===== config.mk =====
export PLATFORM = sky130hd
export DESIGN_NAME = irq_mode_seq
export DESIGN_NICKNAME = d
export VERILOG_FILES = /design/src/rtl/irq_seq_pkg.sv /design/src/rtl/irq_ctl_regs.sv /design/src/rtl/irq_gate.sv /design/src/rtl/irq_resp_fsm.sv /design/src/rtl/irq_mode_seq.sv
export SDC_FILE = /design/constraint.sdc
export NUM_CORES = 1
export LEC_CHECK = 0
export BUFFER_PORTS_ARGS = -buffer_cell sky130_fd_sc_hd__buf_2
export CORE_ASPECT_RATIO = 0.7
export CORE_UTILIZATION = 52
export CTS_BUF_LIST = sky130_fd_sc_hd__clkbuf_16
export DETAILED_ROUTE_END_ITERATION = 10
export PLACE_DENSITY = 0.85
export SLEW_MARGIN = 15
export SYNTH_ARGS = -nofsm -noshare
export SYNTH_HDL_FRONTEND = slang
export SYNTH_HIERARCHICAL = 1
export SYNTH_SLANG_ARGS = --single-unit

===== constraint.sdc =====
create_clock -name clk -period 3.1 [get_ports clk]
set_input_delay 0.31 -clock clk [delete_from_list [all_inputs] [get_ports clk]]
set_output_delay 0.31 -clock clk [all_outputs]
set_load 0.05 [all_outputs]

===== src/rtl/irq_seq_pkg.sv =====
package irq_seq_pkg;
  localparam int BYTE_W = 8;
  localparam int ADDR_W = 2 * BYTE_W;

  localparam logic [1:0] MODE_FETCH = 2'd0;
  localparam logic [1:0] MODE_FIXED = 2'd1;
  localparam logic [1:0] MODE_TABLE = 2'd2;

  typedef enum logic [2:0] {
    ST_IDLE,
    ST_ACK,
    ST_FETCH_MORE,
    ST_TBL_LO,
    ST_TBL_HI,
    ST_TBL_END
  } seq_state_t;

  function automatic logic [ADDR_W-1:0] tbl_addr(input logic [BYTE_W-1:0] hi,
                                                 input logic [BYTE_W-1:0] lo);
    return {hi, lo};
  endfunction

  function automatic logic [ADDR_W-1:0] tbl_next(input logic [ADDR_W-1:0] a);
    return a + ADDR_W'(1);
  endfunction

  function automatic logic mode_legal(input logic [1:0] m);
    return m != 2'd3;
  endfunction
endpackage


===== src/rtl/irq_ctl_regs.sv =====
module irq_ctl_regs
  import irq_seq_pkg::*;
(
  input  logic       clk,
  input  logic       rst_n,
  input  logic       ei_i,
  input  logic       di_i,
  input  logic       src_wr_i,
  input  logic       src_val_i,
  input  logic       mode_wr_i,
  input  logic [1:0] mode_sel_i,
  input  logic       accept_i,
  output logic       gie_o,
  output logic       src_en_o,
  output logic [1:0] mode_o
);
  always_ff @(posedge clk) begin
    if (!rst_n) begin
      gie_o    <= 1'b0;
      src_en_o <= 1'b1;
      mode_o   <= MODE_FETCH;
    end else begin
      if (accept_i || di_i) gie_o <= 1'b0;
      else if (ei_i)        gie_o <= 1'b1;
      if (src_wr_i) src_en_o <= src_val_i;
      if (mode_wr_i && mode_legal(mode_sel_i)) mode_o <= mode_sel_i;
    end
  end


  accept_clears_gie_chk: assert property (@(posedge clk) disable iff (!rst_n)
    accept_i |=> !gie_o);

  illegal_mode_hold_chk: assert property (@(posedge clk) disable iff (!rst_n)
    (mode_wr_i && mode_sel_i == 2'd3) |=> $stable(mode_o));
endmodule


===== src/rtl/irq_gate.sv =====
module irq_gate (
  input  logic idle_i,
  input  logic sample_stb_i,
  input  logic irq_n_i,
  input  logic nmi_pend_i,
  input  logic gie_i,
  input  logic src_en_i,
  output logic accept_o
);
  logic unmasked;
  logic sampled_low;

  assign unmasked    = gie_i && src_en_i;
  assign sampled_low = sample_stb_i && !irq_n_i;
  assign accept_o    = idle_i && sampled_low && unmasked && !nmi_pend_i;
endmodule


===== src/rtl/irq_resp_fsm.sv =====
module irq_resp_fsm
  import irq_seq_pkg::*;
#(
  parameter logic [ADDR_W-1:0] RESTART_ADDR = 16'h0038
) (
  input  logic              clk,
  input  logic              rst_n,
  input  logic              accept_i,
  input  logic [1:0]        mode_i,
  input  logic [BYTE_W-1:0] bus_data_i,
  input  logic              more_i,
  input  logic [BYTE_W-1:0] vec_hi_i,
  input  logic [BYTE_W-1:0] rd_data_i,
  output logic              idle_o,
  output logic              ack_o,
  output logic              ifetch_vld_o,
  output logic [BYTE_W-1:0] ifetch_byte_o,
  output logic              push_req_o,
  output logic              pc_ld_o,
  output logic [ADDR_W-1:0] pc_new_o,
  output logic              rd_req_o,
  output logic [ADDR_W-1:0] rd_addr_o
);
  seq_state_t        state;
  logic [1:0]        resp_mode;
  logic [BYTE_W-1:0] vec_lo;
  logic [BYTE_W-1:0] pc_lo;
  logic [ADDR_W-1:0] tbl_base;

  assign tbl_base  = tbl_addr(vec_hi_i, vec_lo);
  assign idle_o    = state == ST_IDLE;
  assign ack_o     = state == ST_ACK;
  assign rd_req_o  = (state == ST_TBL_LO) || (state == ST_TBL_HI);
  assign rd_addr_o = (state == ST_TBL_HI) ? tbl_next(tbl_base) : tbl_base;

  always_ff @(posedge clk) begin
    if (!rst_n) begin
      state         <= ST_IDLE;
      resp_mode     <= MODE_FETCH;
      vec_lo        <= '0;
      pc_lo         <= '0;
      ifetch_vld_o  <= 1'b0;
      ifetch_byte_o <= '0;
      push_req_o    <= 1'b0;
      pc_ld_o       <= 1'b0;
      pc_new_o      <= '0;
    end else begin
      ifetch_vld_o <= 1'b0;
      push_req_o   <= 1'b0;
      pc_ld_o      <= 1'b0;
      case (state)
        ST_IDLE: if (accept_i) begin
          resp_mode <= mode_i;
          state     <= ST_ACK;
        end
        ST_ACK: begin
          case (resp_mode)
            MODE_FETCH: begin
              ifetch_byte_o <= bus_data_i;
              ifetch_vld_o  <= 1'b1;
              state         <= more_i ? ST_FETCH_MORE : ST_IDLE;
            end
            MODE_FIXED: begin
              pc_new_o   <= RESTART_ADDR;
              pc_ld_o    <= 1'b1;
              push_req_o <= 1'b1;
              state      <= ST_IDLE;
            end
            default: begin
              vec_lo <= bus_data_i;
              state  <= ST_TBL_LO;
            end
          endcase
        end
        ST_FETCH_MORE: begin
          ifetch_byte_o <= bus_data_i;
          ifetch_vld_o  <= 1'b1;
          if (!more_i) state <= ST_IDLE;
        end
        ST_TBL_LO: state <= ST_TBL_HI;
        ST_TBL_HI: begin
          pc_lo <= rd_data_i;
          state <= ST_TBL_END;
        end
        ST_TBL_END: begin
          pc_new_o   <= {rd_data_i, pc_lo};
          pc_ld_o    <= 1'b1;
          push_req_o <= 1'b1;
          state      <= ST_IDLE;
        end
        default: state <= ST_IDLE;
      endcase
    end
  end


  pc_ld_with_push_chk: assert property (@(posedge clk) disable iff (!rst_n)
    pc_ld_o |-> push_req_o);

  fetch_no_push_chk: assert property (@(posedge clk) disable iff (!rst_n)
    ifetch_vld_o |-> !push_req_o);

  tbl_second_addr_chk: assert property (@(posedge clk) disable iff (!rst_n)
    ($past(rd_req_o) && rd_req_o) |-> rd_addr_o == $past(rd_addr_o) + 16'd1);

  ack_alone_chk: assert property (@(posedge clk) disable iff (!rst_n)
    $onehot0({ack_o, pc_ld_o, rd_req_o}));
endmodule


===== src/rtl/irq_mode_seq.sv =====
module irq_mode_seq
  import irq_seq_pkg::*;
#(
  parameter logic [ADDR_W-1:0] RESTART_ADDR = 16'h0038
) (
  input  logic              clk,
  input  logic              rst_n,
  input  logic              irq_n_i,
  input  logic              sample_stb_i,
  input  logic              nmi_pend_i,
  input  logic              ei_i,
  input  logic              di_i,
  input  logic              src_wr_i,
  input  logic              src_val_i,
  input  logic              mode_wr_i,
  input  logic [1:0]        mode_sel_i,
  input  logic [BYTE_W-1:0] bus_data_i,
  input  logic              more_i,
  input  logic [BYTE_W-1:0] vec_hi_i,
  input  logic [BYTE_W-1:0] rd_data_i,
  output logic              ack_o,
  output logic              ifetch_vld_o,
  output logic [BYTE_W-1:0] ifetch_byte_o,
  output logic              push_req_o,
  output logic              pc_ld_o,
  output logic [ADDR_W-1:0] pc_new_o,
  output logic              rd_req_o,
  output logic [ADDR_W-1:0] rd_addr_o,
  output logic              gie_o,
  output logic              src_en_o,
  output logic [1:0]        mode_o
);
  logic accept_evt;
  logic seq_idle;

  irq_ctl_regs u_regs (
    .clk(clk), .rst_n(rst_n), .ei_i(ei_i), .di_i(di_i),
    .src_wr_i(src_wr_i), .src_val_i(src_val_i),
    .mode_wr_i(mode_wr_i), .mode_sel_i(mode_sel_i),
    .accept_i(accept_evt), .gie_o(gie_o), .src_en_o(src_en_o), .mode_o(mode_o)
  );

  irq_gate u_gate (
    .idle_i(seq_idle), .sample_stb_i(sample_stb_i), .irq_n_i(irq_n_i),
    .nmi_pend_i(nmi_pend_i), .gie_i(gie_o), .src_en_i(src_en_o),
    .accept_o(accept_evt)
  );

  irq_resp_fsm #(.RESTART_ADDR(RESTART_ADDR)) u_fsm (
    .clk(clk), .rst_n(rst_n), .accept_i(accept_evt), .mode_i(mode_o),
    .bus_data_i(bus_data_i), .more_i(more_i), .vec_hi_i(vec_hi_i),
    .rd_data_i(rd_data_i), .idle_o(seq_idle), .ack_o(ack_o),
    .ifetch_vld_o(ifetch_vld_o), .ifetch_byte_o(ifetch_byte_o),
    .push_req_o(push_req_o), .pc_ld_o(pc_ld_o), .pc_new_o(pc_new_o),
    .rd_req_o(rd_req_o), .rd_addr_o(rd_addr_o)
  );


  ack_cause_chk: assert property (@(posedge clk) disable iff (!rst_n)
    ack_o |-> $past(sample_stb_i && !irq_n_i && gie_o && src_en_o && !nmi_pend_i));

  ack_gie_low_chk: assert property (@(posedge clk) disable iff (!rst_n)
    ack_o |-> !gie_o);

  nmi_keeps_gie_chk: assert property (@(posedge clk) disable iff (!rst_n)
    (sample_stb_i && nmi_pend_i && gie_o && !di_i) |=> gie_o);
endmodule


==> results.ini <==
[status]
status = completed

[placed_design]
hpwl_mm = 3.58
io_buffers = 85
globalplace.congestion = 0.782

[global_routing]
grt-ovfl-total = 0
antenna_found_initial = 0
grt_pass1_vias = 1810
grt.total_usage_pct = 22.1
grt_max_degree = 51
grt_pass1_wl_mm = 7.91

[die]
die_y_um = 57.6
start_util_pct = 56.5
ios = 86
core_area_um2 = 4070
rows = 19
dieWidth_um = 81.4
dieArea_um2 = 4690

[cells_and_area]
final_common_cell = buf_2
final_cell_mix = buf_2, dfxtp_1, nor2b_1
fill_cells = 343
fin_util_pct = 70.9
area_growth_pct = 25.4
drive_above_1_share_pct = 30.3
antenna_cells = 0
fin_nets = 364

[synth]
synth_nets = 284
synth_edf_count = 0
ys_seq_area_share_pct = 44.5
synth_area_leaders = dfxtp_1, nor2b_1, mux2i_1, nand2_1, a22oi_1
syn_avg_cell_area_um2 = 9.33
synth_area_um2 = 2300
ys.flop_type = dfxtp_1
synth_top_area_share_pct = 44.5
synth.distinct_cells = 39
yosys_warnings = 6
synth_top_area_cell = dfxtp_1
ys_seq_elements = 51
ys_async_sr_fraction_pct = 0
syn_inst = 246

[hold_path]
min_path_cells = 2
hp-class = input port to flip-flop
holdCritStartpoint = di_i

[clock_network]
clockBufferDepth = 2
clk_latency_ps = 290
cts_buffers = 5
cts-resized-gates = 0
cts_tree = yes
cts_hold_buf = 0
clock-sinks = 51
clk_pin_slew_ps = 70
htreeDepth = 2
root_buffer = clkbuf_16
post_cts_buffers = 0

[timing]
finalSetupViolations = 0
period_share_pct = 81.0
rsz0062_at_grt = false
maxSlewViolCount = 0
finalSetupTns_ps = 0
relSlewSlack_pct = 55.6
whs_ps = 193
final-hold-violation-count = 0
fin_crit_ps = 2510
worstMarginPinSlew_ps = 666
fin_skew_ps = 6.54
fmax_mhz = 398

[critical_path]
cp-start-kind = flip-flop
critPathArrivalTime_ps = 2200
worstPathRequired_ps = 2790
critPathLaunch = u_fsm/state[2]$_SDFFE_PN0P_
r2r_start = u_fsm/state[0]$_SDFFE_PN0P_
endpoint_kind = output port
path_class = flip-flop to output port
worst-path-max-fanout = 14
reg2reg_depth = 4

[routing]
antenna_left = 0
viasPerCell = 5.17
totalWireLength_mm = 4.95
dr.pass1.iters = 4
drt_iter0_markers = 86
via_count = 1958
drc = 0
wl_per_cell_um = 13.1

[pwr]
ir_drop_uv = 297
leakagePower_nw = 1.20
pwr_density_cell_nw_per_um2 = 449

[run]
cap_violations = 0

-- report_power, final --
group | internal [mW] | switching [mW]
sequential | 0.659 | 0.00273
combinational | 0.0392 | 0.0632
clock | 0.299 | 0.231
-- logic make-up after synthesis --
logic type                 synth area share [%]
muxes                                      8.28
AOI/OAI and AO/OA                          11.0
xor gates and xnor gates                   5.72
and+or+nand+nor                            26.2
buffers and inverters                      3.76
DFF                                        44.5
adders and majority gates                 0.545
-- path summary, 6_finish.rpt --
kind                                               to  slack, ps
hold reg to reg        u_fsm/pc_new_o[3]$_SDFFE_PN0P_        450
setup reg to reg  u_fsm/ifetch_byte_o[7]$_SDFFE_PN0P_       1260
hold / removal              u_regs/gie_o$_SDFFE_PP0P_        190
setup / recovery                        rd_addr_o[15]        590
-- metal layers --
layer	track usage, %	up-vias	share of wire [%]
met3	6.08	5	5.1
met1	28.4	911	48
met2	36.2	45	46
met5	0	-	0
met4	6.38	0	0.77
li1	-	997	-
-- synthesized netlist by cell type, types with 2 or more instances --
cell type  instances
o21ai_0            4
nand4_1            7
dfxtp_1           51
nand2_1           30
nand3_1            2
nand3b_1           2
and2_1             5
a21boi_0           8
a22oi_1           13
a21oi_1            5
inv_1              5
mux2i_1           19
xor2_1             6
nor3_1             3
nand2b_1           2
buf_2              3
nor2b_1           35
xnor2_1            9
nor2_1             9
clkbuf_1           8
o221a_1            2
-- layout make-up --
cell class	instances	area (um^2)	share of cell area (%)
multi-input combinational	176	1190	41.3
sequential	51	1020	35.4
timing repair buffer	87	440	15.3
clock buffer	5	125	4.34
tap	52	65.1	2.26
clock inverter	3	21.3	0.738
inverter	5	18.8	0.652
-- stage by stage --
stage	power, mW	std cells	area [um^2]	worst slack [ps]
floorplan	0.736	246	2300	784
finish	1.29	379	2880	590
CTS	1.31	379	2880	590
global placement	0.778	371	2730	1000
global route	1.34	379	2880	458
detailed placement	0.779	371	2730	912
-- critical path, cell delays in order (launching register included) --
cell	delay (ps)
dfxtp_1	580
and4bb_2	350
nand4_1	240
nor3_1	280
xor2_1	170
buf_2	290
-- flip-flops by register name, indices dropped and copies added (netlist names) --
name and flops:
u_fsm/pc_new_o 16, u_regs/mode_o 2, u_regs/src_en_o 1, u_fsm/pc_lo 8, u_fsm/resp_mode 2, u_fsm/state 3, u_fsm/pc_ld_o 1, u_fsm/ifetch_byte_o 8
u_fsm/ifetch_vld_o 1, u_regs/gie_o 1, u_fsm/vec_lo 8
(Power assumes the default switching activity.)
